`src/rtl/sdr_pkg.sv`:
```
package sdr_pkg;
    localparam int DQ_W    = 16;
    localparam int BEATS   = 4;
    localparam int DATA_W  = DQ_W * BEATS;
    localparam int BE_W    = DATA_W / 8;
    localparam int COL_W   = 9;
    localparam int ROW_W   = 13;
    localparam int BA_W    = 2;
    localparam int ADDR_W  = COL_W + ROW_W + BA_W;
    localparam int AP_BIT  = 10;
    localparam int CAS_LAT = 2;

    // burst length 4, sequential, CAS latency in [6:4]
    localparam logic [ROW_W-1:0] MODE_WORD = ROW_W'({3'(CAS_LAT), 1'b0, 3'b010});
    localparam logic [ROW_W-1:0] PRE_ALL_A = ROW_W'(1) << AP_BIT;

    // {cs_n, ras_n, cas_n, we_n}
    typedef enum logic [3:0] {
        CMD_NOP = 4'b0111,
        CMD_ACT = 4'b0011,
        CMD_RD  = 4'b0101,
        CMD_WR  = 4'b0100,
        CMD_PRE = 4'b0010,
        CMD_REF = 4'b0001,
        CMD_MRS = 4'b0000
    } cmd_t;

    typedef enum logic [3:0] {
        ST_PWR, ST_PRE, ST_REF1, ST_REF2, ST_MRS,
        ST_IDLE, ST_RFC, ST_RCD, ST_RD, ST_WR, ST_DAL
    } state_t;

    typedef struct packed {
        logic [ADDR_W-1:0] addr;
        logic              rnw;
        logic [BE_W-1:0]   be;
        logic [DATA_W-1:0] wdata;
    } req_t;

    function automatic logic [COL_W-1:0] col_of(logic [ADDR_W-1:0] a);
        return a[COL_W-1:0];
    endfunction

    function automatic logic [ROW_W-1:0] row_of(logic [ADDR_W-1:0] a);
        return a[COL_W +: ROW_W];
    endfunction

    function automatic logic [BA_W-1:0] bank_of(logic [ADDR_W-1:0] a);
        return a[COL_W+ROW_W +: BA_W];
    endfunction

    function automatic logic [ROW_W-1:0] cas_word(logic [COL_W-1:0] c);
        logic [ROW_W-1:0] w;
        w = '0;
        w[COL_W-1:0] = c;
        w[AP_BIT] = 1'b1;
        return w;
    endfunction

    // beat 0 is the most significant halfword
    function automatic logic [DQ_W-1:0] beat_data(logic [DATA_W-1:0] d, logic [1:0] b);
        return d[(BEATS-1-int'(b))*DQ_W +: DQ_W];
    endfunction

    // returns {dqmh, dqml}
    function automatic logic [1:0] beat_mask(logic [BE_W-1:0] be, logic [1:0] b);
        return ~be[(BEATS-1-int'(b))*2 +: 2];
    endfunction
endpackage

```
`src/rtl/sdr_refresh_timer.sv`:
```
module sdr_refresh_timer #(
    parameter int INTERVAL = 780
) (
    input  logic clk,
    input  logic rst,
    input  logic en,
    input  logic ack,
    output logic pend
);
    localparam int W = $clog2(INTERVAL + 1);
    logic [W-1:0] cnt;

    always_ff @(posedge clk) begin
        if (rst || !en) begin
            cnt  <= '0;
            pend <= 1'b0;
        end else begin
            if (ack) pend <= 1'b0;
            if (cnt == W'(INTERVAL - 1)) begin
                cnt  <= '0;
                pend <= 1'b1;
            end else begin
                cnt <= cnt + 1'b1;
            end
        end
    end
endmodule

```
`src/rtl/sdr_req_hold.sv`:
```
module sdr_req_hold
    import sdr_pkg::*;
(
    input  logic clk,
    input  logic rst,
    input  logic req,
    input  req_t in,
    input  logic take,
    output logic vld,
    output req_t held
);
    always_ff @(posedge clk) begin
        if (rst) begin
            vld  <= 1'b0;
            held <= '0;
        end else begin
            if (take) vld <= 1'b0;
            if (req) begin
                vld  <= 1'b1;
                held <= in;
            end
        end
    end
endmodule

```
`src/rtl/sdr_rd_shift.sv`:
```
module sdr_rd_shift #(
    parameter int DQ_W  = 16,
    parameter int BEATS = 4
) (
    input  logic                  clk,
    input  logic                  rst,
    input  logic                  cap,
    input  logic [DQ_W-1:0]       din,
    output logic [DQ_W*BEATS-1:0] dout
);
    localparam int W = DQ_W * BEATS;

    always_ff @(posedge clk) begin
        if (rst)      dout <= '0;
        else if (cap) dout <= {dout[W-DQ_W-1:0], din};
    end
endmodule

```
`src/rtl/sdr64_ctrl.sv`:
```
module sdr64_ctrl
    import sdr_pkg::*;
#(
    parameter int T_PWRUP = 20000,
    parameter int T_RP    = 2,
    parameter int T_RCD   = 2,
    parameter int T_RFC   = 7,
    parameter int T_MRD   = 2,
    parameter int T_WR    = 2,
    parameter int REF_INT = 780
) (
    input  logic              clk,
    input  logic              rst,
    input  logic              init,
    input  logic              req,
    input  logic [ADDR_W-1:0] addr,
    input  logic              rnw,
    input  logic [BE_W-1:0]   be,
    input  logic [DATA_W-1:0] wdata,
    output logic [DATA_W-1:0] rdata,
    output logic              ready,
    output logic              sd_cke,
    output logic              sd_cs_n,
    output logic              sd_ras_n,
    output logic              sd_cas_n,
    output logic              sd_we_n,
    output logic [ROW_W-1:0]  sd_a,
    output logic [BA_W-1:0]   sd_ba,
    output logic              sd_dqml,
    output logic              sd_dqmh,
    output logic [DQ_W-1:0]   sd_dq_out,
    output logic              sd_dq_oe,
    input  logic [DQ_W-1:0]   sd_dq_in
);
    localparam int CNT_MAX = (T_PWRUP > 64) ? T_PWRUP : 64;
    localparam int CNT_W   = $clog2(CNT_MAX + 1);
    localparam int RD_WAIT = CAS_LAT + BEATS - 1;

    state_t           st;
    logic [CNT_W-1:0] cnt;
    cmd_t             cmd;
    logic [1:0]       dqm;
    req_t             op, hold, req_in;
    logic             hold_vld, take, ref_pend, ref_ack, cap, init_done;
    logic [1:0]       wbeat;

    assign req_in    = '{addr: addr, rnw: rnw, be: be, wdata: wdata};
    assign take      = (st == ST_IDLE) && !ref_pend && hold_vld;
    assign ref_ack   = (st == ST_IDLE) && ref_pend;
    assign cap       = (st == ST_RD) && (cnt <= CNT_W'(BEATS - 1));
    assign init_done = !(st inside {ST_PWR, ST_PRE, ST_REF1, ST_REF2, ST_MRS});
    assign wbeat     = 2'(BEATS - 1) - cnt[1:0];

    assign {sd_cs_n, sd_ras_n, sd_cas_n, sd_we_n} = cmd;
    assign {sd_dqmh, sd_dqml} = dqm;

    sdr_req_hold u_hold (
        .clk(clk), .rst(rst), .req(req), .in(req_in),
        .take(take), .vld(hold_vld), .held(hold)
    );

    sdr_refresh_timer #(.INTERVAL(REF_INT)) u_ref (
        .clk(clk), .rst(rst), .en(init_done), .ack(ref_ack), .pend(ref_pend)
    );

    sdr_rd_shift #(.DQ_W(DQ_W), .BEATS(BEATS)) u_rd (
        .clk(clk), .rst(rst), .cap(cap), .din(sd_dq_in), .dout(rdata)
    );

    always_ff @(posedge clk) begin
        if (rst) begin
            st        <= ST_PWR;
            cnt       <= CNT_W'(T_PWRUP - 1);
            cmd       <= CMD_NOP;
            sd_cke    <= 1'b0;
            sd_a      <= '0;
            sd_ba     <= '0;
            dqm       <= 2'b00;
            sd_dq_out <= '0;
            sd_dq_oe  <= 1'b0;
            ready     <= 1'b0;
            op        <= '0;
        end else begin
            cmd      <= CMD_NOP;
            ready    <= 1'b0;
            sd_dq_oe <= 1'b0;
            dqm      <= 2'b00;
            sd_cke   <= 1'b1;
            if (cnt != '0) cnt <= cnt - 1'b1;
            if (init) begin
                st  <= ST_PWR;
                cnt <= CNT_W'(T_PWRUP - 1);
            end else begin
                case (st)
                    ST_PWR: if (cnt == '0) begin
                        cmd   <= CMD_PRE;
                        sd_a  <= PRE_ALL_A;
                        st    <= ST_PRE;
                        cnt   <= CNT_W'(T_RP - 1);
                    end
                    ST_PRE: if (cnt == '0) begin
                        cmd <= CMD_REF;
                        st  <= ST_REF1;
                        cnt <= CNT_W'(T_RFC - 1);
                    end
                    ST_REF1: if (cnt == '0) begin
                        cmd <= CMD_REF;
                        st  <= ST_REF2;
                        cnt <= CNT_W'(T_RFC - 1);
                    end
                    ST_REF2: if (cnt == '0) begin
                        cmd   <= CMD_MRS;
                        sd_a  <= MODE_WORD;
                        sd_ba <= '0;
                        st    <= ST_MRS;
                        cnt   <= CNT_W'(T_MRD - 1);
                    end
                    ST_MRS: if (cnt == '0) st <= ST_IDLE;
                    ST_IDLE: begin
                        if (ref_pend) begin
                            cmd <= CMD_REF;
                            st  <= ST_RFC;
                            cnt <= CNT_W'(T_RFC - 1);
                        end else if (hold_vld) begin
                            cmd   <= CMD_ACT;
                            sd_a  <= row_of(hold.addr);
                            sd_ba <= bank_of(hold.addr);
                            op    <= hold;
                            st    <= ST_RCD;
                            cnt   <= CNT_W'(T_RCD - 1);
                        end
                    end
                    ST_RFC: if (cnt == '0) st <= ST_IDLE;
                    ST_RCD: if (cnt == '0) begin
                        sd_a <= cas_word(col_of(op.addr));
                        if (op.rnw) begin
                            cmd <= CMD_RD;
                            st  <= ST_RD;
                            cnt <= CNT_W'(RD_WAIT);
                        end else begin
                            cmd       <= CMD_WR;
                            sd_dq_out <= beat_data(op.wdata, 2'd0);
                            dqm       <= beat_mask(op.be, 2'd0);
                            sd_dq_oe  <= 1'b1;
                            st        <= ST_WR;
                            cnt       <= CNT_W'(BEATS - 2);
                        end
                    end
                    ST_WR: begin
                        sd_dq_out <= beat_data(op.wdata, wbeat);
                        dqm       <= beat_mask(op.be, wbeat);
                        sd_dq_oe  <= 1'b1;
                        if (cnt == '0) begin
                            st  <= ST_DAL;
                            cnt <= CNT_W'(T_WR + T_RP - 1);
                        end
                    end
                    ST_DAL: if (cnt == '0) begin
                        ready <= 1'b1;
                        st    <= ST_IDLE;
                    end
                    ST_RD: if (cnt == '0) begin
                        ready <= 1'b1;
                        st    <= ST_IDLE;
                    end
                    default: st <= ST_PWR;
                endcase
            end
        end
    end
endmodule

```
`config.mk`:
```
export PLATFORM = sky130hd
export DESIGN_NAME = sdr64_ctrl
export DESIGN_NICKNAME = d
export VERILOG_FILES = /design/src/rtl/sdr_pkg.sv /design/src/rtl/sdr_refresh_timer.sv /design/src/rtl/sdr_req_hold.sv /design/src/rtl/sdr_rd_shift.sv /design/src/rtl/sdr64_ctrl.sv
export SDC_FILE = /design/constraint.sdc
export NUM_CORES = 1
export LEC_CHECK = 0
export CORE_UTILIZATION = 40
export CTS_CLUSTER_DIAMETER = 30
export DETAILED_ROUTE_END_ITERATION = 12
export RECOVER_POWER = 25
export SETUP_SLACK_MARGIN = 0.05
export SLEW_MARGIN = 0
export SYNTH_ARGS = -nofsm -noshare
export SYNTH_HDL_FRONTEND = slang
export SYNTH_SLANG_ARGS = --single-unit
```
`constraint.sdc`:
```
create_clock -name clk -period 3 [get_ports clk]
set_input_delay 0.3 -clock clk [delete_from_list [all_inputs] [get_ports clk]]
set_output_delay 0.3 -clock clk [all_outputs]
set_load 0.05 [all_outputs]
```
; ---- Word level (Yosys, flattened, before mapping)
; Cells that the tools add are included.
[word_totals]
reg_bits = 314
word_cells = 136
[classes]
eq_ne = 22
n_shift = 2
n_bitwise = 5
muxes = 53
n_reduce_logical = 27
n_addsub = 4
magnitude_cmp = 1
[op_table]
columns = operator, n
row1 = 2-to-1 mux 15 bit, 7
row2 = one-hot mux 15 bit (5 select lines), 1
row3 = 2-to-1 mux 13 bit, 5
row4 = indexed part select 64 x 7 -> 16 bit, 1
row5 = one-hot mux 13 bit (4 select lines), 1
row6 = 2-to-1 mux 4 bit, 9
row7 = 2-to-1 mux 16 bit, 2
row8 = one-hot mux 16 bit (2 select lines), 1
row9 = one-hot mux 4 bit (8 select lines), 1
row10 = 2-to-1 mux 3 bit, 6
row11 = "== test 4 x 3 -> 1 bit, second input constant", 4
row12 = "<= comparator 15 x 2 -> 1 bit, second input constant", 1
row13 = zero test 15 bit, 1
row14 = one-hot mux 3 bit (5 select lines), 1
row15 = nonzero test 15 bit, 1
row16 = "subtractor 15 x 1 -> 15 bit, second input constant", 1
row17 = "== test 4 bit, second input constant", 3
row18 = 2-to-1 mux 2 bit, 6
row19 = "!= test 2 x 1 -> 1 bit, second input constant", 6
row20 = "adder 10 x 1 -> 10 bit, second input constant", 1
row21 = "== test 10 bit, second input constant", 1
row22 = 2-to-1 mux 1 bit, 10
row23 = OR reduction 2 bit, 5
row24 = "== test 4 x 2 -> 1 bit, second input constant", 2
row25 = other kinds (23), 37

; ---- Longest topological paths before layout
; Gate-level depths: netlist of the first run.
[logic_depth]
ltp_word = 5
ltp_mapped = 13

; ---- By module
; From an unflattened synthesis of the first run, not the netlist that was laid out.
[unflattened]
hier_cells = 1382
area_unflattened_um2 = 12554.5
[by_module_without_submodules]
columns = mod, cells_each, instances, area_each_um2
row1 = sdr64_ctrl, 806, 1, 6309.8
row2 = sdr_req_hold, 317, 1, 3460.8
row3 = sdr_rd_shift, 206, 1, 2290.9
row4 = sdr_refresh_timer, 53, 1, 493.0

; ---- Worst setup path after synthesis of the first run
; Ideal clock, no wire load.
[synth_timing]
path_type = reg-to-reg
from = reg cnt[0]
to = reg cnt[0]
path_buffers = 4
t_arrival_ps = 2577
period_less_slack_ps = 2708
t_required_ps = 2869
path_stages_with_launch = 14
path_slack_ps = 292
path_cell_list = dfxtp_1 -> clkbuf_1 -> clkbuf_1 -> inv_1 -> ha_1 -> nor4b_2 -> and4_1 -> buf_4 -> inv_2 -> buf_6 -> ha_1 -> nor2b_1 -> a2111oi_0 -> nand2_1
[synth_via]
elab_chain_len = 5
[synth_rtl]
columns = item, line
row1 = start: declaration, sdr64_ctrl.sv:40  ; logic [CNT_W-1:0] cnt;
row2 = start signal: assignment, sdr64_ctrl.sv:73  ; cnt <= CNT_W'(T_PWRUP - 1);
row3 = start signal: assignment, sdr64_ctrl.sv:89  ; if (cnt != '0) cnt <= cnt - 1'b1;
row4 = start signal: assignment, sdr64_ctrl.sv:92  ; cnt <= CNT_W'(T_PWRUP - 1);
row5 = subtractor 15 x 1 -> 15 bit / nonzero test 15 bit (equally long branches), sdr64_ctrl.sv:89
row6 = 2-to-1 mux 15 bit, sdr64_ctrl.sv:89
row7 = 2-to-1 mux 15 bit, sdr64_ctrl.sv:124  ; end else if (hold_vld) begin
row8 = 2-to-1 mux 15 bit, sdr64_ctrl.sv:120  ; if (ref_pend) begin
row9 = one-hot mux 15 bit (5 select lines) (*), sdr64_ctrl.sv:94  ; case (st)
; Every way passes the cells marked *; elsewhere a longest branch is shown, timed or not.
; A chain may end at the register's enable or synchronous reset.

; ---- Worst setup path after layout of the first run
[layout_timing]
from = reg cnt[0]
to = reg sd_a[10]
[layout_via]
elab_chain_len = 3
[layout_rtl]
columns = item, line
row1 = zero test 15 bit (*), "sdr64_ctrl.sv:95, sdr64_ctrl.sv:111, sdr64_ctrl.sv:134"
row2 = != test 2 bit (no line) / != test 2 x 1 -> 1 bit (equally long branches), --
row3 = AND reduction 7 bit (no line) (*), --
row4 = end signal: assignment, sdr64_ctrl.sv:126  ; sd_a <= row_of(hold.addr);
row5 = end signal: assignment, sdr64_ctrl.sv:135  ; sd_a <= cas_word(col_of(op.addr));
row6 = end: declaration, sdr64_ctrl.sv:27  ; output logic [ROW_W-1:0] sd_a,
; Marked as above.

==> results of run 1 <==
-- final timing paths --
check             endpoint  slack (ps)  depth (start not counted)
max               sd_a[10]         430                          9
min          u_rd.dout[14]         300                          3
max reg2reg       sd_a[10]         430                          9
min reg2reg         op[25]         440                          2
-- synthesized netlist by cell type (10+ instances only) --
| cell type | n |
|---|---|
| nor3_1 | 15 |
| a21oi_1 | 184 |
| buf_1 | 17 |
| inv_1 | 22 |
| dfxtp_1 | 313 |
| mux2i_1 | 133 |
| nand2_1 | 322 |
| nor2_1 | 160 |
| nand2b_1 | 12 |
| o21ai_0 | 11 |
| a22o_1 | 16 |
| clkbuf_1 | 76 |
| nand3_1 | 10 |
-- per-layer routing --
layer	vias to the layer above	global-route usage	routed length [µm]
li1	5276	-	-
met1	4852	0.281	15500
met2	272	0.341	15600
met3	52	0.0446	1880
met4	0	0.0791	744
met5	-	0	0
-- kinds of logic after synthesis --
family | after synthesis
fa+ha+maj | 6
xor+xnor | 15
simple gates | 567
other cells | 1
compound gates | 269
mux | 133
buf+inv | 127
flops | 313
-- final cells by class --
type                       count  area [µm²]
fill                        2795       12800
sequential                   313        6270
multi-input combinational    991        5590
timing repair buffer         249        2400
clock buffer                  99        2080
tap                          390         488
clock inverter                29         324
inverter                      23        86.3
antenna                        1        2.50
-- power breakdown --
| group | internal (µW) | switching, µW |
|---|---|---|
| clock network | 5160 | 2400 |
| logic | 228 | 203 |
| registers | 4260 | 42.6 |
-- registers in the layout, indices dropped and copies added, names as in the netlist --
name / count
cmd: 3
sd_dq_oe: 1
u_hold.held: 97
u_ref.cnt: 10
cnt: 15
st: 4
sd_cke: 1
u_hold.vld: 1
sd_ba: 2
sd_dq_out: 16
sd_a: 13
dqm: 2
u_ref.pend: 1
u_rd.dout: 64
ready: 1
op: 82
-- tightest hold or removal path: stages --
cell             delay (ps)
clkdlybuf4s50_1         400
nand2_1                  60
a21oi_1                  50
-- stage by stage --
step           power, µW  hold slack [ps]
2_1_floorplan       4580              426
3_3_place_gp        4800              435
3_5_place_dp        4800              444
4_1_cts            12400              173
5_1_grt            12700              306
6_report           12300              300
==> metrics.md, run 1 <==
| Metric | Value |
|---|---|
| Outcome | complete, but fails checks |
| Failing checks | capacitance limit, slew limit |
| Hold Path Origin | sd_dq_in[14] |
| Nets | 1773 |
| Buf/Inv on CP | 3 |
| Clock transition at path regs | 40 ps |
| CP Cell Sequence | inv_1 -> ha_1 -> nor4b_2 -> and4_1 -> inv_1 -> a2111oi_4 -> buf_4 -> mux2i_1 -> nor2_1 |
| Clock Root Buffer | clkbuf_16 |
| Yosys warning total | 0 |
| Die width | 178 µm |
| Worst-Skew Late Latency | 560 ps |
| Initial antenna violation count | 1 |
| Max stage delay on crit path | 370 ps |
| Final hold vios | 0 |
| Vias/cell | 4.99 |
| Initial DRC count | 580 |
| Area grow syn2layout | 39.6% |
| Pwr dens | 713 nW/µm² |
| Fmax achieved | 389 MHz |
| Largest net degree at the start of global routing | 139 |
| Port bufs | 219 |
| Clock net sink count | 313 |
| Hold buffers post-CTS | 0 |
| Routed WL | 33.8 mm |
| Die area | 31600 µm² |
| Hpwl dp | 22.2 mm |
| Drt pass-1 iters | 5 |
| Worst-Margin Slew | 1520 ps |
| Setup TNS | 0 ps |
| First-pass GRT wire length | 53.5 mm |
| Clock buffer depth | 3 |
| Worst Setup Path Type | flop to flop |
| Syn Nets | 1554 |
| XOR/XNOR Fraction of Synth Area | 0.0106 |
| Slew Limit Fails | 201 |
| Sequential area share after synthesis | 0.507 |
| Inst Count DP | 1966 |
| Mapped cell area | 12300 µm² |
| # Post-CTS Setup Buffers | 0 |
| Highest-count cells in the layout ignoring fill and taps | nand2_1, dfxtp_1, clkdlybuf4s50_1, a21oi_1, nor2_1 |
| Biggest area consumer among synthesized cells | dfxtp_1 |
| Post-Place Setup Slack | 621 ps |
| Core Region | 30000 µm² |
| Fin crit period | 2570 ps |
| FF-to-FF Start | cnt[0] |
| Final Instance Area | 17200 µm² |
| Ports | 221 |
| RePlAce Congestion | 0.866 |
| Placed cell area | 14900 µm² |
| Yosys cell types | 68 |
| Clock skew | 22.1 ps |
| Post-synth EDFFs | 0 |
| Number of routed nets with antenna violations | 0 |
| Ranking of synthesized cells by area | dfxtp_1, mux2i_1, nand2_1 |
| Global Route Usage Sum | 0.213 |
| Die Y | 178 µm |
| MaxCap Viol Count | 1 |
| Avg Inst Size Synth | 8.63 µm² |
| Post-Synthesis Cells | 1431 |
| Top delay family on crit path | buffers and inverters |
| Crit share post-route | 0.857 |
| H-tree levels | 3 |
| Critical path launch point type | flop |
| CP max stage cell | a2111oi_4 |
| Post-synth top flop | dfxtp_1 |
| CP startpoint | cnt[0] |
| HP Class | input pin to flop |
| Synth Area in Compound Gates | 0.132 |
| Peak supply drop | 0.341 mV |
| CTS tree | done |
| Leak | 0.00643 µW |
| Top cell type's share of synthesized area | 0.507 |
| Vias in the first global route | 10200 |
| Setup WS post-layout | 429 ps |
| CP dominant cell by count | inv_1 |
| WL/cell | 16.1 µm |
| DRC viols | 0 |
| Post-Synth Adder-Cell Area | 0.00608 |
| Worst Setup End Kind | flop |
| Final Non-Filler Cells | 2095 |
| Commonest non-fill, non-tap cell in the layout | nand2_1 |
| Slew margin rel. | -0.0130 |
| Starting Density | 0.411 |
| Via count | 10500 |
| Unrepaired setup endpoints after global routing | no |
| Simple-gate share of the synthesized area | 0.193 |
| Cell Rows | 63 |
| Worst path required time | 3370 ps |
| CP Max Fanout | 25 |
| Multiplexer share of the synthesized area | 0.108 |
| #FFs+latches synth | 313 |
| Grt ovf | 0 |
| Share of layout cells above drive strength 1 | 0.0992 |
| Async SR Flop Fraction | 0 |
| Quantity of gates resized following cts | 0 |
| Arr. time, crit path | 2940 ps |
| Finished Core Util | 0.574 |
| Finish-stage setup viols | 0 |
| Number of CTS-inserted buffers | 72 |
| Main combinational cell family by area after synthesis | simple AND/OR/NAND/NOR gates |
No activity file was read; power rests on OpenSTA's default activity.
==> run 2, diff against run 1 <==
- GPL_TIMING_DRIVEN: unset -> 0
==> metrics.md, run 2 (synthesis gave the netlist of run 1 again) <==
| Metric | Value |
|---|---|
| Outcome | complete, no violations (was complete, but fails checks) |
| Internal power | 9660 µW (was 9650 µW) |
| Reg2reg end | sd_dq_out[11] (was sd_a[10]) |
| Routed WL | 36.7 mm (was 33.8 mm) |
| Clock skew | 22.8 ps (was 22.1 ps) |
| Leak | 0.00648 µW (was 0.00643 µW) |
| Die area | 31600 µm² (unchanged) |
| Commonest non-fill, non-tap cell in the layout | nand2_1 (unchanged) |
| Via count | 10800 (was 10500) |
| CP max stage cell | a21oi_4 (was a2111oi_4) |
| CP dominant cell by count | buf_2 (was inv_1) |
| Sequential Power Share | 0.355 (was 0.350) |
| Worst-Margin Slew | 973 ps (was 1520 ps) |
| Hpwl dp | 26.9 mm (was 22.2 mm) |
| Unrepaired setup endpoints after global routing | yes (was no) |
| Ports | 221 (unchanged) |
| Worst-Skew Late Latency | 570 ps (was 560 ps) |
| Worst Setup Path Type | flop to flop (unchanged) |
| Number of routed nets with antenna violations | 0 (unchanged) |
| Port bufs | 217 (was 219) |
| CTS tree | done (unchanged) |
| FF-to-FF Start | cnt[0] (unchanged) |
| Inst Count DP | 2038 (was 1966) |
| Hold depth | 3 (unchanged) |
| Global Route Usage Sum | 0.231 (was 0.213) |
| Clock net sink count | 313 (unchanged) |
| Initial DRC count | 640 (was 580) |
| Area grow syn2layout | 40.1% (was 39.6%) |
| Largest regs | u_hold.held (97), op (82), u_rd.dout (64) (unchanged) |
| Pwr dens | 698 nW/µm² (was 713 nW/µm²) |
| Max stage delay on crit path | 450 ps (was 370 ps) |
| Hold buffers post-CTS | 0 (unchanged) |
| H-tree levels | 2 (was 3) |
| Number of flip-flops in the largest register | 97 (unchanged) |
| Core Region | 30000 µm² (unchanged) |
| Clock buffer depth | 3 (unchanged) |
| Starting Density | 0.411 (unchanged) |
| Share of layout cells above drive strength 1 | 0.0817 (was 0.0992) |
| Finish-stage setup viols | 0 (unchanged) |
| DRC viols | 0 (unchanged) |
| Buf/Inv on CP | 3 (unchanged) |
| Worst Setup End Kind | flop (unchanged) |
| Initial antenna violation count | 0 (was 1) |
| First-pass GRT wire length | 56.8 mm (was 53.5 mm) |
| Clock transition at path regs | 50 ps (was 40 ps) |
| Worst path required time | 3440 ps (was 3370 ps) |
| CP Cell Sequence | buf_2 -> inv_2 -> ha_1 -> nor4b_2 -> nand4_1 -> a21oi_4 -> buf_2 -> mux2i_1 -> nor2_1 (was inv_1 -> ha_1 -> nor4b_2 -> and4_1 -> inv_1 -> a2111oi_4 -> buf_4 -> mux2i_1 -> nor2_1) |
| Slew margin rel. | 0.351 (was -0.0130) |
| Fill cells | 2729 (was 2795) |
| Sw frac | 0.201 (was 0.215) |
| Largest Register | u_hold.held (unchanged) |
| Setup TNS | 0 ps (unchanged) |
| Final Total Pwr | 12100 µW (was 12300 µW) |
| Die width | 178 µm (unchanged) |
| WP depth | 9 (unchanged) |
| Die Y | 178 µm (unchanged) |
| RePlAce Congestion | 0.880 (was 0.866) |
| CP Max Fanout | 19 (was 25) |
| R2R Setup Slk | 230 ps (was 430 ps) |
| Highest-count cells in the layout ignoring fill and taps | nand2_1, dfxtp_1, clkdlybuf4s50_1, a21oi_1, nor2_1 (unchanged) |
| R2R depth | 9 (unchanged) |
| WL/cell | 17.0 µm (was 16.1 µm) |
| Peak supply drop | 0.454 mV (was 0.341 mV) |
| Crit share post-route | 0.923 (was 0.857) |
| Final Non-Filler Cells | 2152 (was 2095) |
| Setup crit end | sd_dq_out[11] (was sd_a[10]) |
| Fin crit period | 2770 ps (was 2570 ps) |
| HP Class | input pin to flop (unchanged) |
| Nets | 1835 (was 1773) |
| Grt ovf | 0 (unchanged) |
| Number of CTS-inserted buffers | 61 (was 72) |
| Largest net degree at the start of global routing | 16 (was 139) |
| Hold WS | 288 ps (was 300 ps) |
| Slew Limit Fails | 0 (was 201) |
| NetSw | 2420 µW (was 2640 µW) |
| ANT cells | 0 (was 1) |
| Cell Rows | 63 (unchanged) |
| Vias/cell | 5.00 (was 4.99) |
| Comb pwr share | 0.038 (was 0.035) |
| Top delay family on crit path | buffers and inverters (unchanged) |
| MaxCap Viol Count | 0 (was 1) |
| Final hold vios | 0 (unchanged) |
| Arr. time, crit path | 3210 ps (was 2940 ps) |
| Fmax achieved | 361 MHz (was 389 MHz) |
| Clock power share | 0.607 (was 0.615) |
| Clock Root Buffer | clkbuf_16 (unchanged) |
| CP startpoint | cnt[0] (unchanged) |
| Critical path launch point type | flop (unchanged) |
| Vias in the first global route | 10400 (was 10200) |
| Drt pass-1 iters | 5 (unchanged) |
## run 2: per-stage QoR
stage	area (µm²)	utilization	worst slack (ps)
global placement	15000	0.500	-298
CTS	17300	0.576	32.7
detailed placement	15000	0.500	-346
finish	17300	0.576	232
floorplan	12300	-	292
global route	17300	0.576	26.5
## run 2: power by group through the flow
stage / logic (µW) / registers (µW) / clock network, µW
after floorplan: 217 / 4360 / 0
after global placement: 450 / 4370 / 0
after detailed placement: 454 / 4370 / 0
after CTS: 459 / 4290 / 7410
after global routing: 495 / 4300 / 7630
final: 454 / 4290 / 7340
## run 2: how the worst min path moves through the flow
stage	startpoint	to	slack (ps)
2_1_floorplan	u_ref.cnt[0]	u_ref.cnt[0]	430
3_3_place_gp	u_hold.held[64]	op[64]	440
3_5_place_dp	u_hold.held[71]	op[71]	440
4_1_cts	sd_dq_in[13]	u_rd.dout[13]	270
5_1_grt	sd_dq_in[13]	u_rd.dout[13]	280
6_report	sd_dq_in[13]	u_rd.dout[13]	290
## run 2: area by class of cell
| cell class | instances | area [µm²] | share of cell area |
|---|---|---|---|
| clock buffer | 87 | 1820 | 0.105 |
| buffer | 103 | 434 | 0.0251 |
| timing repair buffer | 219 | 2190 | 0.126 |
| sequential | 313 | 6270 | 0.362 |
| tap | 390 | 488 | 0.0282 |
| clock inverter | 26 | 452 | 0.0261 |
| multi-input combinational | 991 | 5580 | 0.322 |
| inverter | 23 | 86.3 | 0.00499 |
## run 2: repair_timing
| action | 4_1_cts | 5_1_grt |
|---|---|---|
| pin swaps | 2 | 0 |
| gates resized for setup | 5 | 5 |
| setup buffers | 2 | 0 |
| endpoints found under the setup margin | 52 | 95 |
| endpoints found under the hold margin | 0 | 0 |
## run 2: tightest hold or removal path: stages
cell	delay (ps)
clkdlybuf4s50_1	400
nand2_1	60
a21oi_1	50
## run 2: per-layer routing
| metal | vias up | track usage | routed length, µm |
|---|---|---|---|
| li1 | 5377 | - | - |
| met3 | 64 | 0.0386 | 1800 |
| met4 | 0 | 0.0666 | 768 |
| met1 | 5021 | 0.303 | 16900 |
| met2 | 292 | 0.390 | 17200 |
| met5 | - | 0 | 0 |
